--- src/rtl/sic_pkg.sv ---
package sic_pkg;
   localparam int IDX_W = 4;

   localparam logic [IDX_W-1:0] IDX_STATUS = 4'd0;
   localparam logic [IDX_W-1:0] IDX_RAW    = 4'd1;
   localparam logic [IDX_W-1:0] IDX_MSET   = 4'd2;
   localparam logic [IDX_W-1:0] IDX_MCLR   = 4'd3;
   localparam logic [IDX_W-1:0] IDX_SWSET  = 4'd4;
   localparam logic [IDX_W-1:0] IDX_SWCLR  = 4'd5;
   localparam logic [IDX_W-1:0] IDX_PSET   = 4'd8;
   localparam logic [IDX_W-1:0] IDX_PCLR   = 4'd9;
endpackage

--- src/rtl/sic_level.sv ---
module sic_level #(
   parameter int N = 32
) (
   input  logic         clk,
   input  logic         rst_n,
   input  logic [N-1:0] irq_in,
   output logic [N-1:0] level_q
);
   always_ff @(posedge clk or negedge rst_n) begin
      if (!rst_n) level_q <= '0;
      else        level_q <= irq_in;
   end
endmodule

--- src/rtl/sic_regfile.sv ---
module sic_regfile
   import sic_pkg::*;
#(
   parameter int N     = 32,
   parameter int PT_LO = 21,
   parameter int PT_HI = 30
) (
   input  logic               clk,
   input  logic               rst_n,
   input  logic               sel,
   input  logic               wr,
   input  logic [IDX_W-1:0]   idx,
   input  logic [N-1:0]       wdata,
   input  logic [N-1:0]       level_q,
   output logic [N-1:0]       mask_nxt,
   output logic [PT_HI-PT_LO:0] pt_nxt,
   output logic [N-1:0]       rdata
);
   localparam int PT_W = PT_HI - PT_LO + 1;

   logic [N-1:0]    mask_q;
   logic [PT_W-1:0] pt_q;
   logic            we;
   logic            wr_known;

   assign we = sel && wr;
   assign wr_known = idx inside {IDX_MSET, IDX_MCLR, IDX_SWSET, IDX_SWCLR, IDX_PSET, IDX_PCLR};

   always_comb begin
      mask_nxt = mask_q;
      pt_nxt   = pt_q;
      if (we) begin
         case (idx)
            IDX_MSET:  mask_nxt = mask_q | wdata;
            IDX_MCLR:  mask_nxt = mask_q & ~wdata;
            IDX_SWSET: if (|wdata) mask_nxt[0] = 1'b1;
            IDX_SWCLR: if (|wdata) mask_nxt[0] = 1'b0;
            IDX_PSET:  pt_nxt = pt_q | wdata[PT_HI:PT_LO];
            IDX_PCLR:  pt_nxt = pt_q & ~wdata[PT_HI:PT_LO];
            default:   ;
         endcase
      end
   end

   always_ff @(posedge clk or negedge rst_n) begin
      if (!rst_n) begin
         mask_q <= '0;
         pt_q   <= '0;
      end else begin
         mask_q <= mask_nxt;
         pt_q   <= pt_nxt;
      end
   end

   always_comb begin
      rdata = '0;
      if (sel && !wr) begin
         case (idx)
            IDX_STATUS: rdata = level_q & mask_q;
            IDX_RAW:    rdata = level_q;
            IDX_MSET:   rdata = mask_q;
            IDX_SWSET:  rdata = N'(level_q[0]);
            IDX_PSET:   rdata = N'(pt_q) << PT_LO;
            default:    rdata = '0;
         endcase
      end
   end


   mask_set_chk: assert property (@(posedge clk) disable iff (!rst_n)
      (we && idx == IDX_MSET) |=> ((mask_q & $past(wdata)) == $past(wdata)));


   mask_clr_chk: assert property (@(posedge clk) disable iff (!rst_n)
      (we && idx == IDX_MCLR) |=> ((mask_q & $past(wdata)) == '0));


   pt_set_chk: assert property (@(posedge clk) disable iff (!rst_n)
      (we && idx == IDX_PSET) |=> ((pt_q & $past(wdata[PT_HI:PT_LO])) == $past(wdata[PT_HI:PT_LO])));


   undef_wr_chk: assert property (@(posedge clk) disable iff (!rst_n)
      (we && !wr_known) |=> ($stable(mask_q) && $stable(pt_q)));


   sw_zero_chk: assert property (@(posedge clk) disable iff (!rst_n)
      (we && (idx == IDX_SWSET || idx == IDX_SWCLR) && wdata == '0) |=> $stable(mask_q));
endmodule

--- src/rtl/sic_outstage.sv ---
module sic_outstage #(
   parameter int N        = 32,
   parameter int PT_LO    = 21,
   parameter int PT_HI    = 30,
   parameter int SUM_LINE = 31
) (
   input  logic                 clk,
   input  logic                 rst_n,
   input  logic [N-1:0]         irq_in,
   input  logic [N-1:0]         mask_nxt,
   input  logic [PT_HI-PT_LO:0] pt_nxt,
   output logic [N-1:0]         irq_out
);
   for (genvar i = 0; i < N; i++) begin : g_line
      if (i == SUM_LINE) begin : g_sum
         logic sum_q;
         always_ff @(posedge clk or negedge rst_n) begin
            if (!rst_n) sum_q <= 1'b0;
            else        sum_q <= |(irq_in & mask_nxt);
         end
         assign irq_out[i] = sum_q;
      end else if (i >= PT_LO && i <= PT_HI) begin : g_pass
         logic pass_q;
         always_ff @(posedge clk or negedge rst_n) begin
            if (!rst_n)                pass_q <= 1'b0;
            else if (pt_nxt[i-PT_LO])  pass_q <= irq_in[i];
         end
         assign irq_out[i] = pass_q;


         pass_follow_chk: assert property (@(posedge clk) disable iff (!rst_n)
            pt_nxt[i-PT_LO] |=> (irq_out[i] == $past(irq_in[i])));


         pass_hold_chk: assert property (@(posedge clk) disable iff (!rst_n)
            !pt_nxt[i-PT_LO] |=> $stable(irq_out[i]));
      end else begin : g_off
         assign irq_out[i] = 1'b0;
      end
   end
endmodule

--- src/rtl/sic_passthru.sv ---
module sic_passthru
   import sic_pkg::*;
#(
   parameter int N        = 32,
   parameter int PT_LO    = 21,
   parameter int PT_HI    = 30,
   parameter int SUM_LINE = 31
) (
   input  logic             clk,
   input  logic             rst_n,
   input  logic [N-1:0]     irq_in,
   input  logic             bus_sel,
   input  logic             bus_wr,
   input  logic [IDX_W-1:0] bus_idx,
   input  logic [N-1:0]     bus_wdata,
   output logic [N-1:0]     bus_rdata,
   output logic [N-1:0]     irq_out
);
   if (N < 2 || N > 32) begin : g_bad_n
      $error("sic_passthru: N must be 2..32");
   end
   if (PT_LO < 0 || PT_LO > PT_HI || PT_HI >= N) begin : g_bad_band
      $error("sic_passthru: passthrough band out of range");
   end
   if (SUM_LINE >= N || (SUM_LINE >= PT_LO && SUM_LINE <= PT_HI)) begin : g_bad_sum
      $error("sic_passthru: summary line must lie outside the band");
   end

   logic [N-1:0]         level_q;
   logic [N-1:0]         mask_nxt;
   logic [PT_HI-PT_LO:0] pt_nxt;

   sic_level #(.N(N)) u_level (
      .clk     (clk),
      .rst_n   (rst_n),
      .irq_in  (irq_in),
      .level_q (level_q)
   );

   sic_regfile #(.N(N), .PT_LO(PT_LO), .PT_HI(PT_HI)) u_regs (
      .clk      (clk),
      .rst_n    (rst_n),
      .sel      (bus_sel),
      .wr       (bus_wr),
      .idx      (bus_idx),
      .wdata    (bus_wdata),
      .level_q  (level_q),
      .mask_nxt (mask_nxt),
      .pt_nxt   (pt_nxt),
      .rdata    (bus_rdata)
   );

   sic_outstage #(.N(N), .PT_LO(PT_LO), .PT_HI(PT_HI), .SUM_LINE(SUM_LINE)) u_out (
      .clk      (clk),
      .rst_n    (rst_n),
      .irq_in   (irq_in),
      .mask_nxt (mask_nxt),
      .pt_nxt   (pt_nxt),
      .irq_out  (irq_out)
   );
endmodule

--- config.mk ---
export PLATFORM = sky130hd
export DESIGN_NAME = sic_passthru
export DESIGN_NICKNAME = d
export VERILOG_FILES = /design/src/rtl/sic_pkg.sv /design/src/rtl/sic_level.sv /design/src/rtl/sic_regfile.sv /design/src/rtl/sic_outstage.sv /design/src/rtl/sic_passthru.sv
export SDC_FILE = /design/constraint.sdc
export NUM_CORES = 1
export LEC_CHECK = 0
export BUFFER_PORTS_ARGS = -buffer_cell sky130_fd_sc_hd__clkbuf_2
export CAP_MARGIN = 30
export CORE_MARGIN = 10
export CORE_UTILIZATION = 45
export CTS_BUF_LIST = sky130_fd_sc_hd__clkbuf_2
export CTS_CLUSTER_SIZE = 28
export DETAILED_ROUTE_END_ITERATION = 8
export GPL_TIMING_DRIVEN = 0
export PLACE_DENSITY = 0.72
export SLEW_MARGIN = 10
export SYNTH_ARGS = -nofsm -noshare
export SYNTH_HDL_FRONTEND = slang
export SYNTH_SLANG_ARGS = --single-unit
--- constraint.sdc ---
create_clock -name clk -period 1.8 [get_ports clk]
set_input_delay 0.09 -clock clk [delete_from_list [all_inputs] [get_ports clk]]
set_output_delay 0.09 -clock clk [all_outputs]
set_load 0.02 [all_outputs]
# After elaboration in Yosys (flattened, before gate mapping)
# Index checks and enable logic that the tools add are counted.
[totals]
mem_count = 0
input_bits = 72
ff_bits = 85
output_inout_bits = 64
wordCells = 44
romBits = 0
latch_bits = 0
mem_bits_rw = 0
[op_classes]
bitwise_logic = 8
n_mux = 9
mul = 0
eq_ne = 7
magnitude_cmp = 0
add_sub_neg = 0
shifts = 0
div = 0
reduce_logical = 6
[ops]
columns = ["operator", "count"]
rows = [
  ["$pmux 32 s5", 1],
  ["$and 32x32->32", 3],
  ["$mux 32", 2],
  ["$reduce_or 32->1", 2],
  ["$pmux 31 s2", 1],
  ["$not 32->32", 1],
  ["$or 32x32->32", 1],
  ["$pmux 10 s2", 1],
  ["$and 10x10->10", 1],
  ["$mux 10", 1],
  ["$not 10->10", 1],
  ["$or 10x10->10", 1],
  ["$eq 4x2->1 const B", 2],
  ["$eq 4x3->1 const B", 2],
  ["$eq 4x4->1 const B", 2],
  ["$eq 4x1->1 const B", 1],
  ["$logic_not 4->1", 1],
  ["$pmux 1 s4", 1],
  ["$logic_and 1x1->1", 2],
  ["$mux 1", 2],
  ["$logic_not 1->1", 1],
]

# Longest topological paths before layout
[depth]
ltp_word = 6
depth_mapped = 9
depth_no_buf = 6

# Cells and area by module
# From an unflattened synthesis, not the netlist that was laid out.
[hier_totals]
hier_cells = 423
hier_area_um2 = 4270.3
[by_module_without_submodules]
columns = ["module", "seq_area_each_um2", "cells_per_inst", "n_inst", "area_each_um2"]
rows = [
  ["sic_regfile", 1051.0, 316, 1, 2675.1],
  ["sic_level", 800.8, 32, 1, 800.8],
  ["sic_outstage", 275.3, 75, 1, 794.5],
]

# Worst setup path after synthesis
# Ideal clock, no wire load.
[synth_timing]
kind = "input to register"
start = "in bus_idx[2]"
end = "reg u_out.g_line[31].g_sum.sum_q"
path_stages = 8
path_slack_ns = -0.204
path_buffers = 2
setup_time_ns = 0.129
required_time_ns = 1.671
t_arrival_ns = 1.875
path_cell_list = "buf_4 -> nor3b_4 -> buf_6 -> and3_1 -> mux2_2 -> a222oi_1 -> nand4_1 -> a2111o_1"
[synth_via]
elab_chain_len = 5
word_cells_on_any_way = 9
cone_classes = "4 x eq/ne; 3 x mux; 1 x bitwise; 1 x reduce/logical"
[synth_lines]
columns = ["element", "line_no", "rtl"]
rows = [
  ["start: declaration", "sic_passthru.sv:14", "input logic [IDX_W-1:0] bus_idx,"],
  ["$eq 4x2->1", "--", ""],
  ["$pmux 31 s2 (*)", "sic_regfile.sv:33", "case (idx)"],
  ["$mux 32 (*)", "sic_regfile.sv:32", "if (we) begin"],
  ["net mask_nxt[11]", "sic_passthru.sv:30", "logic [N-1:0] mask_nxt;"],
  ["$and 32x32->32 (*)", "sic_outstage.sv:19", "else sum_q <= |(irq_in & mask_nxt);"],
  ["$reduce_or 32->1 (*)", "sic_outstage.sv:19", ""],
  ["end signal: assignment", "sic_outstage.sv:19", ""],
  ["end: declaration", "sic_outstage.sv:16", "logic sum_q;"],
]
# Mark *: on every way through the listed nets, which the timed path passes. The rest lies on a longest branch.
# A chain may end at the register's enable or synchronous reset.

# Worst setup path after layout
[layout_timing]
start = "in bus_wdata[21]"
end = "reg u_out.g_line[31].g_sum.sum_q"
[layout_via]
elab_chain_len = 6
word_cells_on_any_way = 11
cone_classes = "5 x mux; 4 x bitwise; 2 x reduce/logical"
[layout_lines]
columns = ["element", "line_no", "rtl"]
rows = [
  ["start: declaration", "sic_passthru.sv:15", "input logic [N-1:0] bus_wdata,"],
  ["$reduce_or 32->1 (*)", "sic_regfile.sv:36, sic_regfile.sv:37", ""],
  ["$mux 1, on equally long branches", "sic_regfile.sv:37, sic_regfile.sv:36", ""],
  ["$pmux 1 s4 (*)", "sic_regfile.sv:33", ""],
  ["$mux 32 (*)", "sic_regfile.sv:32", ""],
  ["net mask_nxt[0]", "sic_passthru.sv:30", ""],
  ["$and 32x32->32 (*)", "sic_outstage.sv:19", ""],
  ["$reduce_or 32->1 (*)", "sic_outstage.sv:19", ""],
]
# Marks and branches as above.

==> results.md <==
* Status: finished with violations
* Failing checks: negative setup slack
* Seq/Total Area, Yosys at 0.489
* IR drop worst, VDD at 598 µV
* Die Y at 118 µm
* Slew Viols, Final at 0
* CP max stage delay at 0.55 ns
* Wirelength per Cell at 20.0 µm
* Rows at 35
* Pre-antenna DRT Iters at 5
* Endpoints failing hold at 0
* Synth Area per Inst at 10.4 µm²
* Part of the cycle the worst path needs at 1.04
* CP delay by family, top: compound AO/OA/AOI/OAI gates
* Antenna viol nets, final at 0
* Clock transition at path regs at 0.23 ns
* Area Growth Syn to Fin at 43.1%
* Overflow after GRT at 0
* P per Cell Area at 824 nW/µm²
* Pwr Total at 5.13 mW
* Ports at 136
* Area of the core at 9330 µm²
* FF/Latch Area at 2130 µm²
* Critical path, cell by cell: dlygate4sd3_1 -> clkbuf_2 -> nor4_1 -> nand4_1 -> o31a_1 -> a41o_1 -> a2111o_1
* Max FO, Critical Path at 4
* Syn Inst Count at 417
* Max cap viols at 0
* Mux cell area share after synthesis at 0.112
* Tmin final at 1.88 ns
* Inserted Clock Buffers at 9
* Largest family of logic cells by synthesized area: compound AO/OA/AOI/OAI gates
* Via/cell ratio at 5.64
* Routed wire length at 15400 µm
* Starting density of the core at 0.467
* Sink Count at 85
* Initial antenna violation count at 1
* Simple-gate share of the synthesized area at 0.155
* Synth cell types at 48
* All-layer global routing usage at 0.213
* Critical Path Start Type: input port
* Worst setup startpoint: bus_wdata[21]
* Layout cell share with drive strength beyond 1 at 0.382
* Placed Area at 5240 µm²
* Multi-input logic area at 2040 µm²
* Static Leak at 2.93 nW
* Synth Register Bits at 85
* Setup WS pre-CTS at -0.838 ns
* Iteration-0 DRC Markers at 349
* CP max-delay cell: dlygate4sd3_1
* Yosys top cell by area: dfrtp_1
* Worst-Skew Late Latency at 0.54 ns
* Inserted Diodes at 0
* Synth top area cells: dfrtp_1, mux2_2, buf_4, nand2_1, o22ai_1
* Detail Placement HPWL at 10900 µm
* Clk buf depth at 2
* Tightest Hold Check Type: in -> reg
* Layout Skew at 0.0331 ns
* Vias in the first global route at 4477
* Critical R2R Launch: u_regs.mask_q[20]
* Die area at 14000 µm²
* Largest net degree at the start of global routing at 49
* Max Fclk at 533 MHz
* Post-Synth XOR/XNOR Area at 0
* CP endpoint kind: flip-flop
* Placed Cells at 682
* Drt drc at 0
* Mapped cell area at 4350 µm²
* Arr. time, crit path at 2.29 ns
* Synth Warn # at 0
* Finished Cell Area at 6230 µm²
* Dominant synthesized flop cell: dfrtp_1
* Nets at 708
* Worst hold margin at 0.0408 ns
* Die width at 118 µm
* H-tree depth at 3
* Post-synth top area share at 0.489
* CTS root buf: clkbuf_2
* Vias at 4343
* Required @ worst endpoint at 2.21 ns
* Final setup fails at 2
* Final-layout fill cell count at 756
* First-pass GRT wire length at 24100 µm
* Setup ws final at -0.0751 ns
* Hold_sp: bus_wdata[26]
* Synth Area in Adders at 0
* I/O Buffers at 113
* Asr flop ratio synth at 1.00
* Slew @ Worst Pin at 0.646 ns
* RSZ-0062 raised after global routing: yes
* Cell Count, Final, Fillers Out at 770
* Crit path buf inv count at 2
* CTS tree: yes
* Rel. slew slack at 0.570
* Post-synth EDFFs at 0
* GP Congestion at 0.898
* Synth Area in Compound Gates at 0.162
* CP Class: in -> reg
state kept, by name, indices dropped and copies added (netlist names):
register                    cells
u_level.level_q                32
u_out.g_line.g_pass.pass_q     10
u_out.g_line.g_sum.sum_q        1
u_regs.mask_q                  32
u_regs.pt_q                    10
routing by layer:
metal,track usage,part of all wire,vias up
met5,0,0.00046,-
met4,0.0580,0.015,2
met3,0.0647,0.099,21
met2,0.349,0.48,217
met1,0.265,0.40,2162
li1,-,-,1941
power breakdown:
group	internal [mW]	switching (mW)
logic	0.736	0.713
registers	2.21	0.194
clock network	0.604	0.670
synth_stat cells (all sizes together), types with 2 or more instances:
cell type	number
a211oi	7
a22o	12
nand2	49
dfrtp	85
inv	3
nor3	5
o21ai	9
nand4b	2
nand3	2
nor2	26
mux2i	9
clkbuf	21
nor4	9
a2111oi	3
and3	23
and4	6
mux2	35
a21oi	17
a22oi	10
nand4	3
o2111ai	10
buf	35
o22ai	23
worst min-delay path, delay by kind of cell:
| family | cells | cell delay (ns) |
|---|---|---|
| buf+inv | 1 | 0.11 |
| simple gates | 1 | 0.20 |
| mux | 1 | 0.16 |
metrics by stage:
stage	TNS (ns)	util
detailed placement	-14.42	0.561
global placement	-41.65	0.556
finish	-0.125	0.667
floorplan	-0.118	-
CTS	-0.0705	0.658
global route	-0.266	0.667
kinds of logic (layout without fill, tap and decap cells):
group                  count (synthesis)  count (layout)
DFF                                   85              85
and+or+nand+nor                      129             129
AOI/OAI and AO/OA                     99              99
muxes                                 44              44
other                                  1              21
buffers and inverters                 59             263
what timing repair did:
action | 4_1_cts | 5_1_grt
buffers inserted | 4 | 1
gates resized for setup | 21 | 28
cloned | 0 | 0
hold buffers | 66 | 2
setup endpoints to repair | 33 | 33
hold endpoints to repair | 161 | 2
pin swaps | 5 | 9
path summary, 6_finish.rpt:
| kind | endpoint | cells past startpoint | slack (ns) |
|---|---|---|---|
| max in group asynchronous | u_regs.mask_q[31] | 3 | 1.11 |
| max | u_out.g_line[31].g_sum.sum_q | 7 | -0.08 |
| min | u_regs.mask_q[26] | 3 | 0.04 |
| min in group asynchronous | u_out.g_line[27].g_pass.pass_q | 2 | 0.05 |
| max reg2reg | u_out.g_line[31].g_sum.sum_q | 4 | -0.01 |
| min reg2reg | u_regs.mask_q[30] | 2 | 0.54 |
cells in the final DEF (no fill, tap or decap), types with 10 or more instances in the layout:
master | synthesis | layout
a22o_1 | 12 | 12
a21oi_1 | 17 | 16
buf_4 | 33 | 44
o22ai_1 | 23 | 22
nand2_1 | 49 | 49
nor2_1 | 26 | 25
o2111ai_1 | 10 | 10
mux2_2 | 34 | 32
a22oi_1 | 10 | 10
clkbuf_2 | 1 | 124
and3_1 | 21 | 20
dlygate4sd3_1 | 0 | 68
conb_1 | 1 | 21
dfrtp_1 | 85 | 85
final cells by class:
class | instances | area share
plain buffers | 55 | 0.0621
clock buffers | 10 | 0.00804
clock inverters | 6 | 0.0179
inverters | 3 | 0.00181
multi-input cells | 293 | 0.328
flip-flops and latches | 85 | 0.342
well taps | 129 | 0.0259
repair buffers | 189 | 0.215
Power figures use the tool's default switching activity.
